`src/rtl/event_irq_agg_pkg.sv`:
```
package event_irq_agg_pkg;
  localparam int WORD_W    = 32;
  localparam int NUM_WORDS = 3;
  localparam int NUM_OUT   = 3;
  localparam int BIT_W     = $clog2(WORD_W);
  localparam int WSEL_W    = 2;
  localparam int EVT_W     = BIT_W + WSEL_W;
  localparam int KIND_W    = 2;
  localparam int ADDR_W    = KIND_W + WSEL_W;
  localparam int CASC1_BIT = WORD_W - 2;
  localparam int CASC2_BIT = WORD_W - 1;

  typedef logic [WORD_W-1:0] word_t;

  typedef struct packed {
    word_t [NUM_WORDS-1:0]                setBits;
    word_t [NUM_WORDS-1:0]                clrBits;
    logic                                 casc1Chk;
    logic                                 casc2Chk;
    logic [NUM_OUT-1:0][NUM_WORDS-1:0]    maskWe;
    word_t                                wrData;
  } strobe_t;
endpackage

```
`src/rtl/event_irq_agg_ctrl.sv`:
```
module event_irq_agg_ctrl
  import event_irq_agg_pkg::*;
(
  input  logic              evtValid,
  input  logic [EVT_W-1:0]  evtNum,
  input  logic              hwClrValid,
  input  logic [EVT_W-1:0]  hwClrNum,
  input  logic              regWrEn,
  input  logic [ADDR_W-1:0] regAddr,
  input  word_t             regWrData,
  output strobe_t           strb
);
  logic [WSEL_W-1:0] evW, clW, wIdx;
  logic [BIT_W-1:0]  evB, clB;
  logic [KIND_W-1:0] kind;
  word_t             cascKeep;

  assign evW  = evtNum[EVT_W-1:BIT_W];
  assign evB  = evtNum[BIT_W-1:0];
  assign clW  = hwClrNum[EVT_W-1:BIT_W];
  assign clB  = hwClrNum[BIT_W-1:0];
  assign kind = regAddr[ADDR_W-1:WSEL_W];
  assign wIdx = regAddr[WSEL_W-1:0];
  assign cascKeep = ~((word_t'(1) << CASC1_BIT) | (word_t'(1) << CASC2_BIT));

  always_comb begin
    strb = '0;
    strb.wrData = regWrData;
    // event decode and cascade summary set
    for (int w = 0; w < NUM_WORDS; w++) begin
      if (evtValid && evW == WSEL_W'(w)) strb.setBits[w][evB] = 1'b1;
      if (hwClrValid && clW == WSEL_W'(w)) strb.clrBits[w][clB] = 1'b1;
    end
    if (evtValid && evW == WSEL_W'(1)) strb.setBits[0][CASC1_BIT] = 1'b1;
    if (evtValid && evW == WSEL_W'(2)) strb.setBits[0][CASC2_BIT] = 1'b1;
    strb.casc1Chk = hwClrValid && clW == WSEL_W'(1);
    strb.casc2Chk = hwClrValid && clW == WSEL_W'(2);
    // software clears: word 0 spares summary bits, word 1 ignored
    if (regWrEn && kind == '0) begin
      if (wIdx == WSEL_W'(0)) strb.clrBits[0] = strb.clrBits[0] | (regWrData & cascKeep);
      if (wIdx == WSEL_W'(2)) begin
        strb.clrBits[2] = strb.clrBits[2] | regWrData;
        strb.casc2Chk   = 1'b1;
      end
    end
    for (int k = 0; k < NUM_OUT; k++)
      for (int w = 0; w < NUM_WORDS; w++)
        if (regWrEn && kind == KIND_W'(k + 1) && wIdx == WSEL_W'(w))
          strb.maskWe[k][w] = 1'b1;
  end

  always_comb begin
    if (regWrEn && kind == '0 && wIdx == WSEL_W'(1) && !hwClrValid)
      AST_W1_SW_IGNORED: assert (strb.clrBits[1] == '0);
  end
endmodule

```
`src/rtl/event_irq_agg_dp.sv`:
```
module event_irq_agg_dp
  import event_irq_agg_pkg::*;
(
  input  logic              clk,
  input  logic              rstN,
  input  strobe_t           strb,
  input  logic [ADDR_W-1:0] rdAddr,
  output word_t             rdData,
  output logic [NUM_OUT-1:0] irqOut
);
  word_t [NUM_WORDS-1:0]                 pendQ, pendNxt;
  logic  [NUM_OUT-1:0][NUM_WORDS-1:0][WORD_W-1:0] maskQ;

  always_comb begin
    for (int w = 0; w < NUM_WORDS; w++)
      pendNxt[w] = (pendQ[w] & ~strb.clrBits[w]) | strb.setBits[w];
    if (strb.casc1Chk && pendNxt[1] == '0)
      pendNxt[0][CASC1_BIT] = strb.setBits[0][CASC1_BIT];
    if (strb.casc2Chk && pendNxt[2] == '0)
      pendNxt[0][CASC2_BIT] = strb.setBits[0][CASC2_BIT];
  end

  always_ff @(posedge clk or negedge rstN) begin
    if (!rstN) pendQ <= '0;
    else       pendQ <= pendNxt;
  end

  for (genvar k = 0; k < NUM_OUT; k++) begin : g_out
    for (genvar w = 0; w < NUM_WORDS; w++) begin : g_word
      always_ff @(posedge clk or negedge rstN) begin
        if (!rstN)                 maskQ[k][w] <= '0;
        else if (strb.maskWe[k][w]) maskQ[k][w] <= strb.wrData;
      end
    end

    always_comb begin
      irqOut[k] = 1'b0;
      for (int w = 0; w < NUM_WORDS; w++)
        irqOut[k] = irqOut[k] | (|(pendQ[w] & maskQ[k][w]));
    end

    AST_IRQ_HOLD: assert property (@(posedge clk) disable iff (!rstN)
      (irqOut[k] && strb.clrBits == '0 && !strb.casc1Chk && !strb.casc2Chk
       && strb.maskWe[k] == '0) |=> irqOut[k]);
  end

  always_comb begin
    rdData = '0;
    for (int w = 0; w < NUM_WORDS; w++) begin
      if (rdAddr == ADDR_W'(w)) rdData = pendQ[w];
      for (int k = 0; k < NUM_OUT; k++)
        if (rdAddr == ADDR_W'(((k + 1) << WSEL_W) + w)) rdData = maskQ[k][w];
    end
  end

  AST_CASC1_SET: assert property (@(posedge clk) disable iff (!rstN)
    (|strb.setBits[1]) |=> pendQ[0][CASC1_BIT]);
  AST_CASC2_SET: assert property (@(posedge clk) disable iff (!rstN)
    (|strb.setBits[2]) |=> pendQ[0][CASC2_BIT]);

  for (genvar w = 0; w < NUM_WORDS; w++) begin : g_chk
    AST_SET_WINS: assert property (@(posedge clk) disable iff (!rstN)
      (|strb.setBits[w]) |=> ((pendQ[w] & $past(strb.setBits[w])) == $past(strb.setBits[w])));
  end
endmodule

```
`src/rtl/event_irq_agg.sv`:
```
module event_irq_agg
  import event_irq_agg_pkg::*;
(
  input  logic        clk,
  input  logic        rstN,
  input  logic        evtValid,
  input  logic [6:0]  evtNum,
  input  logic        hwClrValid,
  input  logic [6:0]  hwClrNum,
  input  logic        regWrEn,
  input  logic [3:0]  regAddr,
  input  logic [31:0] regWrData,
  output logic [31:0] regRdData,
  output logic [2:0]  irqOut
);
  strobe_t strb;

  event_irq_agg_ctrl u_ctrl (
    .evtValid  (evtValid),
    .evtNum    (evtNum),
    .hwClrValid(hwClrValid),
    .hwClrNum  (hwClrNum),
    .regWrEn   (regWrEn),
    .regAddr   (regAddr),
    .regWrData (regWrData),
    .strb      (strb)
  );

  event_irq_agg_dp u_dp (
    .clk    (clk),
    .rstN   (rstN),
    .strb   (strb),
    .rdAddr (regAddr),
    .rdData (regRdData),
    .irqOut (irqOut)
  );
endmodule

```
`config.mk`:
```
export PLATFORM = sky130hd
export DESIGN_NAME = event_irq_agg
export DESIGN_NICKNAME = d
export VERILOG_FILES = /design/src/rtl/event_irq_agg_pkg.sv /design/src/rtl/event_irq_agg_ctrl.sv /design/src/rtl/event_irq_agg_dp.sv /design/src/rtl/event_irq_agg.sv
export SDC_FILE = /design/constraint.sdc
export NUM_CORES = 1
export LEC_CHECK = 0
export BUFFER_PORTS_ARGS = -buffer_cell sky130_fd_sc_hd__buf_4
export CAP_MARGIN = 20
export CORE_ASPECT_RATIO = 1.1
export CORE_MARGIN = 2
export CORE_UTILIZATION = 60
export DETAILED_ROUTE_END_ITERATION = 6
export PLACE_DENSITY = 0.82
export SYNTH_ARGS = -nofsm -noshare
export SYNTH_HDL_FRONTEND = slang
export SYNTH_SLANG_ARGS = --single-unit
```
`constraint.sdc`:
```
create_clock -name clk -period 2.2 [get_ports clk]
set_input_delay 0.22 -clock clk [delete_from_list [all_inputs] [get_ports clk]]
set_output_delay 0.22 -clock clk [all_outputs]
set_load 0.1 [all_outputs]
```
==> results.txt, run 1 <==
- CTS H-tree depth: 2
* TritonCTS buffer count: 41
- Outcome: aborted with a tool error
- For this configuration, the core starts out at a cell density of 60.4%.
- Mapped cell area: 0.0200 mm²
- The initialized floorplan defines 70 standard-cell rows.
- sky130_fd_sc_hd__dfrtp_1 takes more of the synthesized area than any other cell.
* Synth unique cells: between 50 and 60
- Fail Step: 5_1_grt
- Top area cells in the synthesized netlist: sky130_fd_sc_hd__dfrtp_1 48%, sky130_fd_sc_hd__mux2_2 17%, sky130_fd_sc_hd__a22oi_1 6.4%, sky130_fd_sc_hd__mux4_2 4.6%, sky130_fd_sc_hd__o21ai_0 3.1%
- Routability-driven placement congestion ratio: 1.20
* GRT Util Overall: about four fifths
- Top-area cell type share of the netlist area: about 48%
- CTS Root Buffer Type: sky130_fd_sc_hd__clkbuf_16
- The most used flip-flop cell after synthesis is sky130_fd_sc_hd__dfrtp_1.
* Synthesized area per cell: approximately 11 µm²
- Clock Sinks: around 380
* Net Count, Synth: 1828
- Once detailed placement completed, the half-perimeter wirelength came to 76.8 mm.
- Counting flops with an async set or reset pin after synthesis yields a share of between 90% and 100%.
* Global-route congestion overflow total: 15
- Width of the die: 178 µm
* Post-synthesis instance total: 1773
- Die height: 195 µm
- Warnings from Yosys: 0
- 90 I/O pins were placed.
* Maximum number of pins on one net before global-route repair: 68
- Counting flops and latches in the post-synthesis netlist gives 384.
- The count of buffers added on input and output ports is 89.
- Yosys mapped a number of flops with a built-in enable equal to 0.
* Longest Clk Path Bufs: 3
- The tool reported: "[ERROR GRT-0232] Routing congestion too high. Check the congestion heatmap in the GUI".
* Worst endpoint left by the global-route repair_timing run: regRdData[12]
* Worst endpoint pin kind: top-level output
- Sequential cells were found to cover 48.1% of the synthesized design area.
## routing by layer
metal,GRT overflow,GRT usage [%]
met5,1,52.2
met4,6,73.2
met3,0,69.7
met2,8,89.1
met1,0,81.5
## synthesized netlist by cell type (all sizes together) (4+ instances only)
master / count
a22o: 7
nand2b: 13
a32oi: 8
a222oi: 15
nor2b: 8
dfrtp: 384
inv: 4
a21oi: 29
a211oi: 10
nand2: 138
a31oi: 18
o31ai: 21
clkbuf: 102
buf: 50
o2bb2ai: 6
a221oi: 8
o21ai: 136
nand4bb: 4
a2bb2oi: 8
o22ai: 49
nand3b: 6
nor3: 43
o311ai: 4
o221ai: 8
a22oi: 169
nor4: 24
mux2: 299
nor2: 55
mux2i: 19
nand3: 22
nand4: 32
mux4: 41
## cell families after synthesis
group	synth area share, %
buffers and inverters	3.24
flip-flops	48.1
multiplexers	22.5
AO/OA/AOI/OAI	17.1
AND/OR/NAND/NOR	9.10
## stage by stage
| step | setup TNS (ns) | worst slack, ns | instance area, µm² | std cells |
|---|---|---|---|---|
| after CTS | -11.44 | -0.504 | 27100 | 2633 |
| after detailed placement | -7.75 | -0.426 | 24600 | 2533 |
| after global placement | -7.13 | -0.457 | 24600 | 2533 |
| after floorplan | 0 | 0.00290 | 20500 | 1773 |
## what timing repair did
item	in CTS
hold endpoints to repair	47
setup endpoints to repair	35
setup buffers	27
gates resized for setup	253
gates cloned	0
hold buffers	1
pin swaps	77
==> inputs of run 2 (changes only) <==
- CORE_ASPECT_RATIO: 1.1 -> not set
- CORE_UTILIZATION: 60 -> 40
- PLACE_DENSITY: 0.82 -> not set
- PLACE_DENSITY_LB_ADDON: not set -> 0.15
==> results.txt, run 2 <==
* Number of hold-slack violations in the final timing report: 0
- Power Density: between 900 and 1000 mW/mm²
- Net Count, Synth: 1828
* Largest incremental delay on the critical path: 0.45 ns
- VDD sags by at most 470 µV.
* Clock period minus worst slack: approximately 2.8 ns
* Post-layout nets: 2319
- Register name with the most flops: u_dp.maskQ
* Setup repair after global routing missed its margin: true
- Violation count after the first detailed-route iteration: between 2000 and 3000
- Sum of buffers and inverters on the critical path: 1
- Commonest cells after routing, fill and taps aside: 492 x sky130_fd_sc_hd__buf_4, 329 x sky130_fd_sc_hd__dfrtp_1, 299 x sky130_fd_sc_hd__mux2_2
* Number of enable flip-flop cells after synthesis: 0
* Average detailed-routed wire length per instance: slightly below 40 µm
* Fin worst setup slack: -0.602 ns
- Fin crit share: 127%
- Synthesis handed over a netlist of roughly 1800 instances.
- Clock Sinks: 384
- The clock passes through at most 3 buffers.
- The signal on the critical path passes through a22oi_1 -> nand4_1 -> nor4_4 -> nand3_4 -> buf_12.
- Top-area cell type share of the netlist area: 48.1%
* GRT Util Overall: 44.5%
* Initial core utilization: around 40%
- Clock Latency Late Sink: 0.58 ns
- The die is about 230 µm tall.
- In the final layout, the registers with the most flip-flops are u_dp.maskQ x288, u_dp.pendQ x96.
* Crit path launch type: flip-flop
* Post-synthesis register bit count: between 300 and 400
- Max Freq: 357 MHz
- Once placement finished, the instance area stood at 0.0255 mm².
* Top-count cell post-synth: sky130_fd_sc_hd__dfrtp_1
- HPWL Detailed: 88.3 mm
* Max Cap Violations: 0
- At the end of routability-driven placement, the weighted congestion stood at 1.08.
- The most used flip-flop cell after synthesis is sky130_fd_sc_hd__dfrtp_1.
- Cells with a size suffix above 1 make up 53.3% of the layout.
* TritonCTS buffer count: 45
- Buffers placed on the I/O ports in this run total 89.
- Entering global routing, the biggest net connects 67 pins.
* Average vias per placed instance: between 6 and 7
* Category of the critical setup timing path: reg2out
- The count of cells in the finished layout, fillers not included, comes to 2963.
- Critical Path Fanout Max: 5
* Headroom to the max-slew limit: 27.5%
* Leading cell type in the layout, fill and taps excluded: sky130_fd_sc_hd__buf_4
- The first global-routing pass estimated 157 mm of wire.
* Proportion of register bits with asynchronous set or reset after synthesis: between 90% and 100%
* Top cell types by occurrence after synthesis: 384 x sky130_fd_sc_hd__dfrtp_1, 299 x sky130_fd_sc_hd__mux2_2, 169 x sky130_fd_sc_hd__a22oi_1
- Worst min path class: in2reg
- Flop2flop setup slack: -0.03 ns
- Remaining routing DRC violations: 1
- Global-route congestion overflow total: 0
* Post-route design area: between 0.02 and 0.03 mm²
* Initial antenna violation count: 5
- For the pin with the worst max-slew slack, the measured transition is ~1.1 ns.
* Hold slack final: 0.0275 ns
- The max-slew violation total from the final report is 0.
* Die footprint: 0.0517 mm²
- Width of the die: 227 µm
* Number of placement rows: 81
- Kind of capture point of the worst setup path: output port
- Flip-flop count of the largest register after layout: about 290
- Synth unique cells: 55
* CP max-delay cell: sky130_fd_sc_hd__dfrtp_1
- The final reports fail on design-rule violations, negative setup slack.
- After filler insertion, the fill cell instance count of the layout stands at ~4200.
- Sequential-to-total area share from yosys stat: about 48%
- In this run the number of H-tree levels came out at 2.
- In this run, placement finished with an instance count of between 2000 and 3000.
- Relative to the synthesized area, the layout overhead comes to 43.3%.
- Summed over all failing endpoints, the final setup total negative slack is -13.29 ns.
- Clock transition at the registers of the reported paths: 0.06 ns
- Required time at the worst-slack endpoint: 1.98 ns
* DRT Pass-1 Iters: 7
- Outcome: finished with violations
* Top area cells in the synthesized netlist: sky130_fd_sc_hd__dfrtp_1 48%, sky130_fd_sc_hd__mux2_2 17%, sky130_fd_sc_hd__a22oi_1 6.4%, sky130_fd_sc_hd__mux4_2 4.6%, sky130_fd_sc_hd__o21ai_0 3.1%
- Once detail routing completed, the nets flagged for antenna violations numbered 0.
* Total via count after detailed routing: 20046
- CTS Root Buffer Type: sky130_fd_sc_hd__clkbuf_16
- Via count of the first global-routing pass: 19651
* Core Box Area: 0.0491 mm²
- Count of final setup violators: 36
- 90 I/O pins were placed.
- Arrival @ worst endpoint: 2.58 ns
* Warnings from Yosys: 0
- Clock skew: 0.0121 ns
* Synthesized area per cell: 11.3 µm²
- Total Wirelength: between 100 and 150 mm
* Library cell with the largest summed area after synthesis: sky130_fd_sc_hd__dfrtp_1
- Mapped cell area: 0.0200 mm²
- Static leakage: roughly 12 nW
- Crit path max-delay family: simple AND/OR/NAND/NOR gates
* Clock tree from TritonCTS: yes
[run 2: cell counts after synthesis]
Identical to the previous run, type by type.
[run 2: worst reg2reg max path: cells and delay by family, from the launching register on]
| family | cells | cell delay (ns) |
|---|---|---|
| buf+inv | 2 | 0.40 |
| flops | 1 | 0.51 |
| simple gates | 2 | 0.59 |
| compound gates | 3 | 0.60 |
[run 2: logic make-up (layout without fill, tap and decap cells)]
group | Yosys count | after routing | share of synthesized area, %
other | 0 | 3 | 0
and+or+nand+nor | 369 | 370 | 9.10
muxes | 359 | 359 | 22.5
buffers and inverters | 156 | 678 | 3.24
AOI/OAI and AO/OA | 505 | 505 | 17.1
DFF | 384 | 384 | 48.1
[run 2: what timing repair did]
action	4_1_cts	5_1_grt
hold buffers	3	0
buffers inserted	19	7
gates resized for setup	269	57
gates cloned	0	1
pin swaps	68	28
setup endpoints to repair	37	37
endpoints found under the hold margin	55	0
[run 2: through the flow]
| stage | total power, mW | util, % | worst slack [ns] |
|---|---|---|---|
| floorplan | 13.3 | - | 0.00290 |
| global placement | 17.7 | 52.1 | -0.774 |
| detailed placement | 17.8 | 52.1 | -0.758 |
| CTS | 26.7 | 57.7 | -0.500 |
| global route | 27.8 | 58.3 | -0.593 |
| finish | 27.3 | 58.3 | -0.602 |
[run 2: where the power goes]
group | total, mW | switching [mW] | internal (mW)
registers | 10.9 | 2.38 | 8.54
logic | 8.14 | 4.22 | 3.92
clock network | 8.21 | 3.19 | 5.02
[run 2: final timing paths]
| check | cells past startpoint | from | endpoint |
|---|---|---|---|
| max | 5 | u_dp.pendQ[91] | irqOut[2] |
| min | 2 | regWrData[10] | u_dp.maskQ[266] |
| max reg2reg | 7 | u_dp.pendQ[36] | u_dp.pendQ[30] |
| min reg2reg | 1 | u_dp.maskQ[201] | u_dp.maskQ[201] |
| max in group asynchronous | 3 | rstN | u_dp.pendQ[29] |
| min in group asynchronous | 2 | rstN | u_dp.maskQ[264] |
[run 2: final cells by class]
class                   count  area, µm²  area share [%]
repair buffers            595       5550            19.4
diodes                      3       7.51          0.0263
clock buffers              67       1310            4.58
flip-flops and latches    384       9680            33.8
multi-input cells        1234      10900            38.3
clock inverters            12        260           0.910
well taps                 664        831            2.91
inverters                   4       15.0          0.0525
[run 2: metal layers]
| metal | share of wire [%] | routed length [µm] | track usage (%) |
|---|---|---|---|
| met5 | 0.0088 | 10 | 0 |
| met4 | 7.3 | 8370 | 24.8 |
| met3 | 12 | 13500 | 13.2 |
| met2 | 42 | 48300 | 65.9 |
| met1 | 39 | 43900 | 58.3 |
Power figures use the tool's default switching activity.
==> inputs of run 3 (changes only) <==
- CTS_CLUSTER_SIZE: not set -> 8
- GPL_TIMING_DRIVEN: not set -> 0
==> results.txt, run 3 (synthesis gave the netlist of run 2 again) <==
- Count of antenna-violating nets left after detailed routing: 0
* FF-to-FF path depth: 5
- Along the worst path, the maximum fanout reaches 5.
- Clock Latency Late Sink: 0.61 ns
- Flip-flop count of the largest register after layout: roughly 290
- Across all setup checks in the final design, the least slack found is -0.672 ns.
- Internal power comes to ~16 mW.
- Worst hold path stage count: 4
* Longest Clk Path Bufs: 3
- The first global-routing pass estimated 161 mm of wire.
* Clock tree from TritonCTS: yes
* Headroom to the max-slew limit: between 20% and 30%
* Initial core utilization: 40.7%
- Clock tree synthesis selected as its root buffer the cell sky130_fd_sc_hd__clkbuf_16.
- Pin slew with the least headroom to its limit: 1.20 ns
- Width of the die: 227 µm
- From bottom edge to top edge, the die measures 227 µm.
- Core Box Area: 0.0491 mm²
- Global-route congestion overflow total: 0
- The post-route netlist has 42.7% of its cells at a drive strength greater than 1.
- The number of clock buffers added by TritonCTS is 54.
* Leading cell type in the layout, fill and taps excluded: sky130_fd_sc_hd__dfrtp_1
* Outcome: finished with violations
- The max-slew violation total from the final report is 0.
* Violation count after the first detailed-route iteration: 2426
- Endpoint of the lowest-slack register-to-register path: u_dp.pendQ[31]
- GRT Util Overall: 47.0%
* Max Cap Violations: 0
- NetSw: around 9.6 mW
* Number of hold-slack violations in the final timing report: 0
- Maximum number of pins on one net before global-route repair: 118
- The initial antenna violation count came to 11.
- Fraction of power consumed by combinational cells: 25.6%
* Max Freq: 348 MHz
- Setup slack on the worst reg-to-reg path comes out at -0.09 ns.
* CTS H-tree depth: 2
- Clock period minus worst slack: 2.87 ns
* Violations in the final reports: design-rule violations, negative setup slack
- Remaining routing DRC violations: 1
- The slowest stage of the critical path is the sky130_fd_sc_hd__dfrtp_1 cell.
- During placement, the flow inserted port buffers numbering 83.
* Relative contribution of sequential cells to total power: between 40% and 50%
- Fill cells in the final layout number 4513.
- Area delta synth->final: 27.2%
- For this block, the via count after detailed routing is 19091.
* Count of final setup violators: 46
- Once layout is done, the placed cells without fillers occupy approximately 0.025 mm².
- In this run the worst setup path begins at u_dp.pendQ[81].
* Clock Power Share: approximately 30%
- Traced cell by cell, the critical path runs through a22oi_1 -> nand4_1 -> nor4_2 -> nand3_2 -> buf_8.
- I/O pin count: 90
* Clock Sinks: 384
* HPWL Detailed: 91.2 mm
* Final sum of negative setup slack: -16.22 ns
- The startpoint identified for the worst register-to-register timing path is u_dp.pendQ[77].
* Worst Hold Endpoint: u_dp.pendQ[68]
* Fin crit share: 131%
- IR analysis of the VDD net gives a maximum drop of 619 µV.
- Largest incremental delay on the critical path: 0.60 ns
- After detailed placement, the total cell area comes to 0.0222 mm².
* Average detailed-routed wire length per instance: approximately 45 µm
- The library cells used most frequently in the layout, excluding fill and tap cells, are 314 x sky130_fd_sc_hd__dfrtp_1, 299 x sky130_fd_sc_hd__mux2_2, 135 x sky130_fd_sc_hd__nand2_1.
- Setup repair after global routing missed its margin: true
- The routed design has 120 mm of wire.
- Worst min path class: in2reg
- The via count of the first global-routing pass came to 18687.
- Clock-pin slew was measured on the worst setup and hold paths at ~0.05 ns.
- Top flop regs: u_dp.maskQ x288, u_dp.pendQ x96
* Number of placement rows: 81
* Average vias per placed instance: between 7 and 8
- For the final database, setup skew stands at slightly above 0.007 ns.
- Net switching share of the total power: 37.8%
* DRT Pass-1 Iters: 7
* Crit path launch type: flip-flop
- The worst hold path begins at regWrData[4].
* Kind of capture point of the worst setup path: output port
- More flip-flops sit in one register than any other, and that register is u_dp.maskQ.
- Routability-driven placement congestion ratio: 1.08
* Die footprint: 0.0517 mm²
- Category of the critical setup timing path: reg2out
* Arrival @ worst endpoint: 2.65 ns
* Static leakage: between 10 and 15 nW
- Required time at the worst-slack endpoint: 1.98 ns
- Post-layout nets: around 2000
* Power Density: 1000 mW/mm²
## run 3: power groups by stage
stage          logic, mW  registers (mW)  clock network, mW
3_5_place_dp        5.33            11.1                  0
6_report            6.51            11.3               7.61
2_1_floorplan       3.82            9.48                  0
5_1_grt             6.72            11.2               7.88
3_3_place_gp        5.23            11.1                  0
4_1_cts             6.21            11.0               7.59
## run 3: worst max-delay path, delay by kind of cell, from the launching register on
kind                   cells  cell delay (ns)
and+or+nand+nor            3             0.79
DFF                        1             0.60
AOI/OAI and AO/OA          1             0.39
buffers and inverters      1             0.24
## run 3: final cells by class
class / count / area [µm²] / area share (%)
Multi-Input combinational cell: 1233 / 10800 / 42.6
Buffer: 151 / 861 / 3.39
Inverter: 4 / 18.8 / 0.0739
Antenna cell: 10 / 25.0 / 0.0985
Clock inverter: 2 / 13.8 / 0.0542
Tap cell: 664 / 831 / 3.27
Timing Repair Buffer: 150 / 1720 / 6.79
Clock buffer: 59 / 1400 / 5.52
Sequential cell: 384 / 9700 / 38.2
## run 3: timing repair
action,4_1_cts,5_1_grt
pin swaps,45,30
endpoints found under the setup margin,113,85
setup buffers,42,13
resized for setup,336,70
hold buffers,1,0
endpoints found under the hold margin,76,0
gates cloned,0,0
## run 3: routing by layer
metal | part of all wire, % | GRT usage (%) | up-vias
li1 | - | - | 7287
met1 | 37 | 55.9 | 9790
met2 | 42 | 69.1 | 1513
met3 | 12 | 17.8 | 499
met4 | 9.3 | 35.0 | 2
met5 | 0.012 | 0 | -
## run 3: worst max path at each step
| stage | depth (start not counted) | to |
|---|---|---|
| after floorplan | 8 | regRdData[17] |
| after CTS | 7 | regRdData[18] |
| after global placement | 1 | u_dp.pendQ[40] |
| final | 5 | irqOut[1] |
| after detailed placement | 9 | regRdData[29] |
| after global routing | 7 | regRdData[29] |
## run 3: per-stage QoR
stage / total power [mW] / cells / utilization, % / worst slack (ns) / hold WS [ns]
6_report: 25.4 / 2657 / 51.8 / -0.672 / 0.0196
5_1_grt: 25.8 / 2649 / 51.7 / -0.652 / 0.0569
4_1_cts: 24.8 / 2633 / 51.1 / -0.591 / 0.00745
3_5_place_dp: 16.4 / 2529 / 45.2 / -1.46 / 0.248
3_3_place_gp: 16.3 / 2520 / 44.8 / -3.07 / 0.511
2_1_floorplan: 13.3 / 1773 / - / 0.00290 / -0.0756
